File: config.mk
export PLATFORM = sky130hd
export DESIGN_NAME = flash_cmd_seq
export DESIGN_NICKNAME = d
export VERILOG_FILES = /design/src/rtl/flash_seq_pkg.sv /design/src/rtl/flash_cmd_decode.sv /design/src/rtl/flash_op_timer.sv /design/src/rtl/flash_byte_array.sv /design/src/rtl/flash_cmd_seq.sv
export SDC_FILE = /design/constraint.sdc
export NUM_CORES = 2
export LEC_CHECK = 0
export ABC_AREA = 1
export BUFFER_PORTS_ARGS = -buffer_cell sky130_fd_sc_hd__buf_2
export CORE_ASPECT_RATIO = 1.25
export CORE_MARGIN = 3
export CORE_UTILIZATION = 35
export CTS_BUF_LIST = sky130_fd_sc_hd__clkbuf_2
export CTS_CLUSTER_SIZE = 10
export DETAILED_ROUTE_END_ITERATION = 10
export PLACE_DENSITY_LB_ADDON = 0.2
export SETUP_SLACK_MARGIN = 0.02
export SYNTH_ARGS = -nofsm -noshare
export SYNTH_HDL_FRONTEND = slang
export SYNTH_SLANG_ARGS = --single-unit
File: constraint.sdc
create_clock -name clk -period 3.7 [get_ports clk]
set_input_delay 0.555 -clock clk [delete_from_list [all_inputs] [get_ports clk]]
set_output_delay 0.555 -clock clk [all_outputs]
set_load 0.02 [all_outputs]
File: src/rtl/flash_seq_pkg.sv
package flash_seq_pkg;

  typedef enum logic [1:0] {
    OPK_PROG = 2'd0,
    OPK_SECT = 2'd1,
    OPK_PAGE = 2'd2,
    OPK_CHIP = 2'd3
  } op_kind_e;

  localparam logic [7:0] CMD_KEY_A  = 8'hAA;
  localparam logic [7:0] CMD_KEY_B  = 8'h55;
  localparam logic [7:0] CMD_SETUP  = 8'h80;
  localparam logic [7:0] CMD_PROG   = 8'hA0;
  localparam logic [7:0] CMD_IDENT  = 8'h90;
  localparam logic [7:0] CMD_LEAVE  = 8'hF0;
  localparam logic [7:0] CMD_CHIP   = 8'h10;
  localparam logic [7:0] CMD_SECTOR = 8'h30;
  localparam logic [7:0] CMD_PAGE   = 8'h50;

  // two addresses fall in the same aligned region of 2^shift bytes
  function automatic logic same_region(input logic [31:0] a, input logic [31:0] b,
                                       input int unsigned shift);
    return (a >> shift) == (b >> shift);
  endfunction

  // address lies in the top 2^bw bytes of a 2^aw byte array
  function automatic logic in_top_block(input logic [31:0] a, input int unsigned aw,
                                        input int unsigned bw);
    return (a >> bw) == ((32'd1 << (aw - bw)) - 32'd1);
  endfunction

  function automatic logic byte_locked(input logic [31:0] a, input int unsigned aw,
                                       input int unsigned bw, input logic top_lk,
                                       input logic rest_lk);
    return in_top_block(a, aw, bw) ? top_lk : rest_lk;
  endfunction

  function automatic logic erase_hits(input op_kind_e k, input logic [31:0] a_byte,
                                      input logic [31:0] a_op, input int unsigned sect_w,
                                      input int unsigned page_w);
    case (k)
      OPK_CHIP: return 1'b1;
      OPK_SECT: return same_region(a_byte, a_op, sect_w);
      OPK_PAGE: return same_region(a_byte, a_op, page_w);
      default:  return 1'b0;
    endcase
  endfunction

  function automatic logic [7:0] poll_byte(input op_kind_e k, input logic [7:0] d);
    return (k == OPK_PROG) ? {~d[7], 7'b0} : 8'h00;
  endfunction

endpackage

File: src/rtl/flash_cmd_decode.sv
module flash_cmd_decode
  import flash_seq_pkg::*;
#(
  parameter int ADDR_W = 8
) (
  input  logic              clk,
  input  logic              rst_n,
  input  logic              wr_valid,
  input  logic [ADDR_W-1:0] wr_addr,
  input  logic [7:0]        wr_data,
  output logic              op_start,
  output op_kind_e          op_kind,
  output logic              id_set,
  output logic              id_clr,
  output logic              idle
);

  localparam logic [ADDR_W-1:0] KEY_ADDR_A = ADDR_W'(32'h5555);
  localparam logic [ADDR_W-1:0] KEY_ADDR_B = ADDR_W'(32'h2AAA);

  typedef enum logic [2:0] {
    DS_IDLE, DS_KEY1, DS_KEY2, DS_PGM, DS_ER0, DS_ER1, DS_ER2
  } dstate_e;

  dstate_e state_q, state_d;

  logic at_a, at_b;
  assign at_a = (wr_addr == KEY_ADDR_A);
  assign at_b = (wr_addr == KEY_ADDR_B);

  always_comb begin
    state_d  = state_q;
    op_start = 1'b0;
    op_kind  = OPK_PROG;
    id_set   = 1'b0;
    id_clr   = 1'b0;
    if (wr_valid) begin
      state_d = DS_IDLE;
      case (state_q)
        DS_IDLE: begin
          if (at_a && wr_data == CMD_KEY_A) state_d = DS_KEY1;
          else if (wr_data == CMD_LEAVE)    id_clr  = 1'b1;
        end
        DS_KEY1: if (at_b && wr_data == CMD_KEY_B) state_d = DS_KEY2;
        DS_KEY2: begin
          if (at_a) begin
            case (wr_data)
              CMD_PROG:  state_d = DS_PGM;
              CMD_SETUP: state_d = DS_ER0;
              CMD_IDENT: id_set  = 1'b1;
              CMD_LEAVE: id_clr  = 1'b1;
              default:   state_d = DS_IDLE;
            endcase
          end
        end
        DS_PGM: begin
          op_start = 1'b1;
          op_kind  = OPK_PROG;
        end
        DS_ER0: if (at_a && wr_data == CMD_KEY_A) state_d = DS_ER1;
        DS_ER1: if (at_b && wr_data == CMD_KEY_B) state_d = DS_ER2;
        DS_ER2: begin
          if (at_a && wr_data == CMD_CHIP) begin
            op_start = 1'b1;
            op_kind  = OPK_CHIP;
          end else if (wr_data == CMD_SECTOR) begin
            op_start = 1'b1;
            op_kind  = OPK_SECT;
          end else if (wr_data == CMD_PAGE) begin
            op_start = 1'b1;
            op_kind  = OPK_PAGE;
          end
        end
        default: state_d = DS_IDLE;
      endcase
    end
  end

  always_ff @(posedge clk) begin
    if (!rst_n) state_q <= DS_IDLE;
    else        state_q <= state_d;
  end

  assign idle = (state_q == DS_IDLE);

endmodule

File: src/rtl/flash_op_timer.sv
module flash_op_timer #(
  parameter int CNT_W = 8
) (
  input  logic             clk,
  input  logic             rst_n,
  input  logic             start,
  input  logic [CNT_W-1:0] load,
  output logic             busy,
  output logic             done
);

  logic [CNT_W-1:0] cnt_q;
  logic             busy_q;

  assign busy = busy_q;
  assign done = busy_q && (cnt_q == '0);

  always_ff @(posedge clk) begin
    if (!rst_n) begin
      busy_q <= 1'b0;
      cnt_q  <= '0;
    end else if (start && !busy_q) begin
      busy_q <= 1'b1;
      cnt_q  <= load - 1'b1;
    end else if (done) begin
      busy_q <= 1'b0;
    end else if (busy_q) begin
      cnt_q <= cnt_q - 1'b1;
    end
  end

endmodule

File: src/rtl/flash_byte_array.sv
module flash_byte_array
  import flash_seq_pkg::*;
#(
  parameter int ADDR_W = 8,
  parameter int SECT_W = 4,
  parameter int PAGE_W = 3,
  parameter int BOOT_W = 5
) (
  input  logic              clk,
  input  logic              rst_n,
  input  logic              commit,
  input  op_kind_e          kind,
  input  logic [ADDR_W-1:0] op_addr,
  input  logic [7:0]        op_data,
  input  logic              top_lk,
  input  logic              rest_lk,
  input  logic [ADDR_W-1:0] rd_addr,
  output logic [7:0]        rd_data
);

  localparam int DEPTH = 1 << ADDR_W;

  logic [7:0] mem [DEPTH];

  assign rd_data = mem[rd_addr];

  for (genvar g = 0; g < DEPTH; g++) begin : g_byte
    logic lk, hit_prog, hit_erase;
    assign lk        = byte_locked(32'(g), ADDR_W, BOOT_W, top_lk, rest_lk);
    assign hit_prog  = (kind == OPK_PROG) && (32'(op_addr) == 32'(g));
    assign hit_erase = (kind != OPK_PROG) &&
                       erase_hits(kind, 32'(g), 32'(op_addr), SECT_W, PAGE_W);

    always_ff @(posedge clk) begin
      if (!rst_n)                         mem[g] <= 8'hFF;
      else if (commit && !lk && hit_prog)  mem[g] <= mem[g] & op_data;
      else if (commit && !lk && hit_erase) mem[g] <= 8'hFF;
    end
  end

endmodule

File: src/rtl/flash_cmd_seq.sv
module flash_cmd_seq
  import flash_seq_pkg::*;
#(
  parameter int         ADDR_W   = 8,
  parameter int         SECT_W   = 4,
  parameter int         PAGE_W   = 3,
  parameter int         BOOT_W   = 5,
  parameter int         PROG_CYC = 6,
  parameter int         SECT_CYC = 12,
  parameter int         CHIP_CYC = 20,
  parameter logic [7:0] MFR_ID   = 8'hDA,
  parameter logic [7:0] DEV_ID   = 8'h3D
) (
  input  logic              clk,
  input  logic              rst_n,
  input  logic [ADDR_W-1:0] bus_addr,
  input  logic [7:0]        bus_wdata,
  input  logic              bus_we,
  output logic [7:0]        bus_rdata,
  input  logic              boot_lock_n,
  input  logic              wp_n,
  input  logic              sw_boot_lock
);

  localparam int MAX_PS  = (PROG_CYC > SECT_CYC) ? PROG_CYC : SECT_CYC;
  localparam int MAX_CYC = (MAX_PS > CHIP_CYC) ? MAX_PS : CHIP_CYC;
  localparam int CNT_W   = $clog2(MAX_CYC + 1);
  localparam logic [ADDR_W-1:0] STATUS_ADDR = ADDR_W'(32'h7FFF2);

  // named internal events
  logic       cmd_we, cmd_start, id_set, id_clr, dec_idle;
  op_kind_e   cmd_kind;
  logic       op_busy, op_done;
  op_kind_e   op_kind;
  logic [ADDR_W-1:0] op_addr;
  logic [7:0] op_data;
  logic       top_lk, rest_lk, id_mode;
  logic [CNT_W-1:0] op_dur;
  logic [7:0] arr_rdata;

  assign cmd_we = bus_we && !op_busy;

  flash_cmd_decode #(.ADDR_W(ADDR_W)) u_dec (
    .clk(clk), .rst_n(rst_n), .wr_valid(cmd_we), .wr_addr(bus_addr),
    .wr_data(bus_wdata), .op_start(cmd_start), .op_kind(cmd_kind),
    .id_set(id_set), .id_clr(id_clr), .idle(dec_idle)
  );

  always_comb begin
    case (cmd_kind)
      OPK_PROG: op_dur = CNT_W'(PROG_CYC);
      OPK_CHIP: op_dur = CNT_W'(CHIP_CYC);
      default:  op_dur = CNT_W'(SECT_CYC);
    endcase
  end

  flash_op_timer #(.CNT_W(CNT_W)) u_tmr (
    .clk(clk), .rst_n(rst_n), .start(cmd_start), .load(op_dur),
    .busy(op_busy), .done(op_done)
  );

  always_ff @(posedge clk) begin
    if (!rst_n) begin
      op_kind <= OPK_PROG;
      op_addr <= '0;
      op_data <= 8'hFF;
      top_lk  <= 1'b0;
      rest_lk <= 1'b0;
    end else if (cmd_start) begin
      op_kind <= cmd_kind;
      op_addr <= bus_addr;
      op_data <= bus_wdata;
      top_lk  <= !boot_lock_n || sw_boot_lock;
      rest_lk <= !wp_n;
    end
  end

  always_ff @(posedge clk) begin
    if (!rst_n)      id_mode <= 1'b0;
    else if (id_set) id_mode <= 1'b1;
    else if (id_clr) id_mode <= 1'b0;
  end

  flash_byte_array #(
    .ADDR_W(ADDR_W), .SECT_W(SECT_W), .PAGE_W(PAGE_W), .BOOT_W(BOOT_W)
  ) u_arr (
    .clk(clk), .rst_n(rst_n), .commit(op_done), .kind(op_kind),
    .op_addr(op_addr), .op_data(op_data), .top_lk(top_lk), .rest_lk(rest_lk),
    .rd_addr(bus_addr), .rd_data(arr_rdata)
  );

  always_comb begin
    if (op_busy)                        bus_rdata = poll_byte(op_kind, op_data);
    else if (!id_mode)                  bus_rdata = arr_rdata;
    else if (bus_addr == STATUS_ADDR)   bus_rdata = {4'b0, ~wp_n, ~boot_lock_n, 2'b00};
    else if (bus_addr == ADDR_W'(0))    bus_rdata = MFR_ID;
    else if (bus_addr == ADDR_W'(1))    bus_rdata = DEV_ID;
    else                                bus_rdata = 8'h00;
  end

endmodule

==> Yosys cells after proc, flatten, opt, wreduce, memory -nomap -nowiden <==
Memory sizes are Yosys's and may differ from the RTL's.
Cells that the tools add are included.
{ "totals": {"mem_bits_rw": 2048, "latch_bits": 0, "elab_cells": 3864, "mem_count": 1, "mem_bits_ro": 0, "ff_bits": 30, "input_bits": 22} }
{ "op_classes": {"mux": 2153, "mul": 0, "n_shift": 0, "reduce_logical": 603, "addsub": 2, "eq_ne": 325, "magnitude_cmp": 0, "n_div": 0, "bitwise_logic": 771} }
{ "mem_list": {"columns": ["name", "depth", "word_bits", "rd", "rd_clocked_by_memory_dff", "write_ports", "line", "source"], "rows": [
  ["u_arr.mem", 256, 8, 257, 0, 256, "flash_byte_array.sv:23", "logic [7:0] mem [DEPTH];"]
]} }
{ "op_table": {"columns": ["op", "count"], "rows": [
  ["$mux 8", 517],
  ["$and 8x8->8", 256],
  ["$mux 1", 1586],
  ["$eq 8x8->1 const B", 135],
  ["$logic_and 1x1->1", 584],
  ["$eq 8x7->1 const B", 67],
  ["$or 1x1->1", 512],
  ["$eq 8x6->1 const B", 33],
  ["$eq 8x5->1 const B", 17],
  ["$pmux 1 s3", 32],
  ["$eq 5x5->1 const A", 16],
  ["$eq 8x4->1 const B", 8],
  ["$logic_not 32->1", 2],
  ["$eq 4x5->1 const A", 8],
  ["$eq 4x4->1 const A", 8],
  ["$eq 8x3->1 const B", 4],
  ["$eq 3x5->1 const A", 4],
  ["$eq 3x4->1 const A", 4],
  ["$eq 8x1->1 const B", 2],
  ["$eq 8x2->1 const B", 2],
  ["$logic_not 8->1", 2],
  ["$mux 5", 3],
  ["$pmux 3 s5", 1],
  ["$mux 2", 6],
  ["other kinds (24)", 45]
]} }

==> Longest topological paths before layout <==
{ "logic_depth": {"depth_word": 10, "mapped_depth": 21} }

==> By module <==
A second synthesis with hierarchy kept.
{ "hier_totals": {"hier_cells": 12217, "area_unflattened_um2": 106045.5} }
{ "modules_own_cells": {"columns": ["module", "area_per_inst_um2", "n_inst", "cells_each"], "rows": [
  ["flash_byte_array", 104016.0, 1, 11889],
  ["flash_cmd_seq", 992.2, 1, 142],
  ["flash_cmd_decode", 574.3, 1, 114],
  ["flash_op_timer", 462.9, 1, 72]
]} }

==> Worst setup path before layout <==
Ideal clock, no wire load.
{ "synth_path": {"path_kind": "input port to output port", "start": "input port bus_addr[0]", "end": "output port bus_rdata[6]", "path_buffers": 3, "arrival_time_ps": 2363, "path_slack_ps": 782, "path_stages": 17, "cell_sequence": "buf_2 inv_2 nor2_4 buf_2 clkbuf_1 nand2_1 nand3_1 nand3_1 nand2_1 nand2_1 nand2_1 nor2_1 nor2_1 nor2_1 nand2_1 nand2_1 a21oi_1"} }
{ "synth_via": {"elab_chain_len": 5, "word_cells_on_any_way": 7} }
{ "synth_lines": {"columns": ["element", "line", "source"], "rows": [
  ["start: declaration", "flash_cmd_seq.sv:16", "input logic [ADDR_W-1:0] bus_addr,"],
  ["branches (longest 3 deep; another with $mem_v2 256x8)", null, null],
  ["$mux 8 *", "flash_cmd_seq.sv:94", "else if (!id_mode) bus_rdata = arr_rdata;"],
  ["$mux 8 *", "flash_cmd_seq.sv:93", "if (op_busy) bus_rdata = poll_byte(op_kind, op_data);"],
  ["end: declaration", "flash_cmd_seq.sv:19", "output logic [7:0] bus_rdata,"]
]} }
Every way passes the cells marked *.

==> out/results.md <==
- layout cells sized above 1: 14.93%
- number of detailed-routing iterations run before antenna repair: 8
- number of clock sinks seen by CTS: 2078
- Synth Warn #: 0
- vias per cell: 5.409
- final critical delay including setup and external delays: 4584 ps
- cell types with the highest counts after synthesis: nand2_1 (4888), edfxtp_1 (2048), o21ai_0 (1300)
- I/O pin cnt: 30
- maximum achievable frequency: 0.2182 GHz
- Worst Path Max Fanout: 2
- final non-filler cell total: 16952
- Routed WL: 405.1 mm
- IO buf count: 29
- clock slew seen by the registers of the worst setup and hold paths: 120 ps
- number of setup violations in the final report: 8
- number of antenna violations at the first check in global routing: 23
- CTS Root Cell: clkbuf_2
- Most Frequent Cell on Critical Path: nand2_1
- Post-Syn Area per Cell: 8.730 sq um
- cell at the slowest stage of the critical path: edfxtp_1
- final setup skew: 147.2 ps
- Setup CP Type: flop to output port
- post-route setup slack: -883.5 ps
- count of flip-flops with a built-in enable after synthesis: 2048
- largest net degree at the start of global routing: 112
- instance count after placement with tap cells included: 15993
- Top delay family on crit path: simple AND/OR/NAND/NOR gates
- VDD IR max: 0.0002470 V
- max cap viols: 0
- standard cell core area: 296300 sq um
- detailed-route DRC error count: 0
- post-synthesis cell type count: 37
- post-route clock period utilization: 123.9%
- cell accounting for the most synthesized area: edfxtp_1
- transition time at the pin with the least slew margin: 1407 ps
- number of buffers created by CTS: 545
- die outline width: 495.0 microns
- proportion of register bits with asynchronous set or reset after synthesis: 0%
- Routed wire per std cell: 23.90 microns
- final max-slew violation count: 0
- cells along the critical path: inv_1, o21ai_0, nand2_1, nand3_1, nand3_2, nand2_1, nand2_1, nand2_1, nor2_1, buf_4, nor2_2, nor2_1, nand2_2, nand2_2, a21oi_2, buf_4
- Starting DRT DRC Count: 10234
- H-tree Lvls: 6
- Data arrival, critical path: 4030 ps
- netlist area before placement: 104600 sq um
- top flip-flop cell by instance count after synthesis: edfxtp_1
- status: finished, violations left
- PD cells: 382.2 nW/um^2
- Initial Utilization: 35.31%
- total of flip-flops plus latches after synthesis: 2078
- synthesized netlist net count: 12010
- CP bufs+invs: 3
- number of global-route vias before repair: 89783
- total via count in the routed design: 91701
- portion of synthesized cell area occupied by the leading cell type: 58.78%
- violated checks: negative setup slack
- most common cell in the synthesized netlist: nand2_1
- post-synthesis to final-layout area growth: 15.04%
- remaining number of nets flagged by the antenna check after routing: 0
- top cells by area in the synthesized netlist: edfxtp_1 (59%), nand2_1 (18%), o21ai_0 (6.2%), nand3_1 (4.3%), inv_1 (4.2%)
- clock latency at the later pin of the worst-skew pair: 1800 ps
- class of the most critical hold timing path: primary input to flop
- Hold Violations, Final: 0
- Post-DP HPWL: 260.9 mm
- global-route wire length before repair: 590.9 mm
- Total Nets Final: 12701
- die area: 305600 sq um
- setup total negative slack: -6659 ps
- routability-driven placement congestion ratio: 0.9174
- Slew Limit Headroom: 5.179%
- maximum cell stage delay along the critical path: 330 ps
- height of the die: 617.3 microns
- Bufs on Longest Clock Path: 4
- category of the worst setup path launch point: flop
- Rows: 223
- share of the yosys chip area belonging to registers: 59.35%
- static leakage: 51.17 nW
- Worst Path Required: 3140 ps
- type of destination of the critical path: output port
- gr usage total: 25.73%
- TritonCTS clock tree: done
- RSZ-0062 raised after global routing: yes
- Overflow after GRT: 0
- number of instances in the synthesized netlist: 11985
per-layer routing:
layer | share of wire [%] | up-vias | track usage (%)
met1 | 39 | 44549 | 33.16
li1 | - | 41449 | -
met5 | 0.019 | - | 0
met2 | 46 | 4673 | 41.66
met3 | 8.9 | 1018 | 4.430
met4 | 5.4 | 12 | 12.88
metrics by stage:
stage	utilization, %	setup slack (ps)	area (sq um)	hold WS, ps	power [mW]
final	40.62	-883.5	120400	241.9	46.00
after global routing	40.62	-1157	120400	184.9	47.76
after CTS	40.53	-1080	120100	8.399	46.35
after detailed placement	38.54	-546.0	114200	493.2	29.96
after global placement	38.53	-596.8	114200	476.7	29.96
after floorplan	-	782.3	104600	464.3	28.15
where the power goes:
part	switching, mW	internal [mW]
Combinational	2.78	1.16
Clock	10.0	6.35
Sequential	0.00000107	25.7
Total	12.8	33.2
layout by cell type, fill, tap and decap left out, types with 22 or more instances in the layout:
master,Yosys,routed
o211ai_1,224,224
nand3_1,896,848
a21oi_1,164,160
nor3_1,167,164
nand2_2,0,63
clkbuf_2,0,777
dlygate4sd3_1,0,69
buf_12,0,121
buf_4,3,640
nand3_2,14,53
inv_1,1163,1141
dfxtp_1,30,22
inv_2,4,31
nand2_4,0,23
clkinv_1,4,63
nor2_4,1,27
o21ai_0,1300,1284
nand4_1,49,49
nor2_1,179,141
nand2_1,4888,4801
edfxtp_1,2048,2048
o21ai_1,9,24
nor3_2,86,89
tightest hold or removal path: cells and delay by family:
family / cells / cell delay, ps
buffers and inverters: 3 / 1260
AO/OA/AOI/OAI: 2 / 190
path summary, 6_finish.rpt:
| kind | startpoint | endpoint | slack [ps] | cells after the start |
|---|---|---|---|---|
| setup / recovery | u_arr.mem[168][6] | bus_rdata[6] | -880 | 16 |
| hold / removal | bus_addr[4] | op_addr[4] | 240 | 5 |
| setup reg to reg | op_addr[3] | u_arr.mem[225][2] | 270 | 5 |
| hold reg to reg | u_tmr.cnt_q[3] | u_tmr.cnt_q[3] | 510 | 2 |
flip-flops by register name, indices dropped and copies added (netlist names):
register	cells
op_addr	8
op_kind	2
u_tmr.cnt_q	5
id_mode	1
u_dec.state_q	3
u_arr.mem	2048
op_data	8
u_tmr.busy	1
rest_lk	1
top_lk	1
final cells by class:
cell class,instances,area [sq um]
Tap cell,3937,4926
Clock buffer,777,3889
Clock inverter,99,715.7
Sequential cell,2078,62130
Fill cell,30282,175900
Timing Repair Buffer,858,8112
Inverter,1171,4463
Antenna cell,10,25.02
Multi-Input combinational cell,8022,36110
logic make-up after synthesis:
| group | after synthesis | synth area share, % |
|---|---|---|
| AO/OA/AOI/OAI | 1705 | 8.714 |
| XOR/XNOR | 1 | 0.008372 |
| adder cells (fa/ha/maj) | 3 | 0.03588 |
| buffers and inverters | 1886 | 7.030 |
| flip-flops | 2078 | 59.35 |
| multiplexers | 1 | 0.009567 |
| AND/OR/NAND/NOR | 6311 | 24.85 |
timing repair:
action | CTS | global route
gates resized for setup | 186 | 72
gates cloned | 0 | 1
setup endpoints to repair | 15 | 129
pin swaps | 102 | 56
setup buffers | 6 | 3
hold buffers | 70 | 1
hold endpoints to repair | 2241 | 1
No activity file was read; power rests on OpenSTA's default activity.
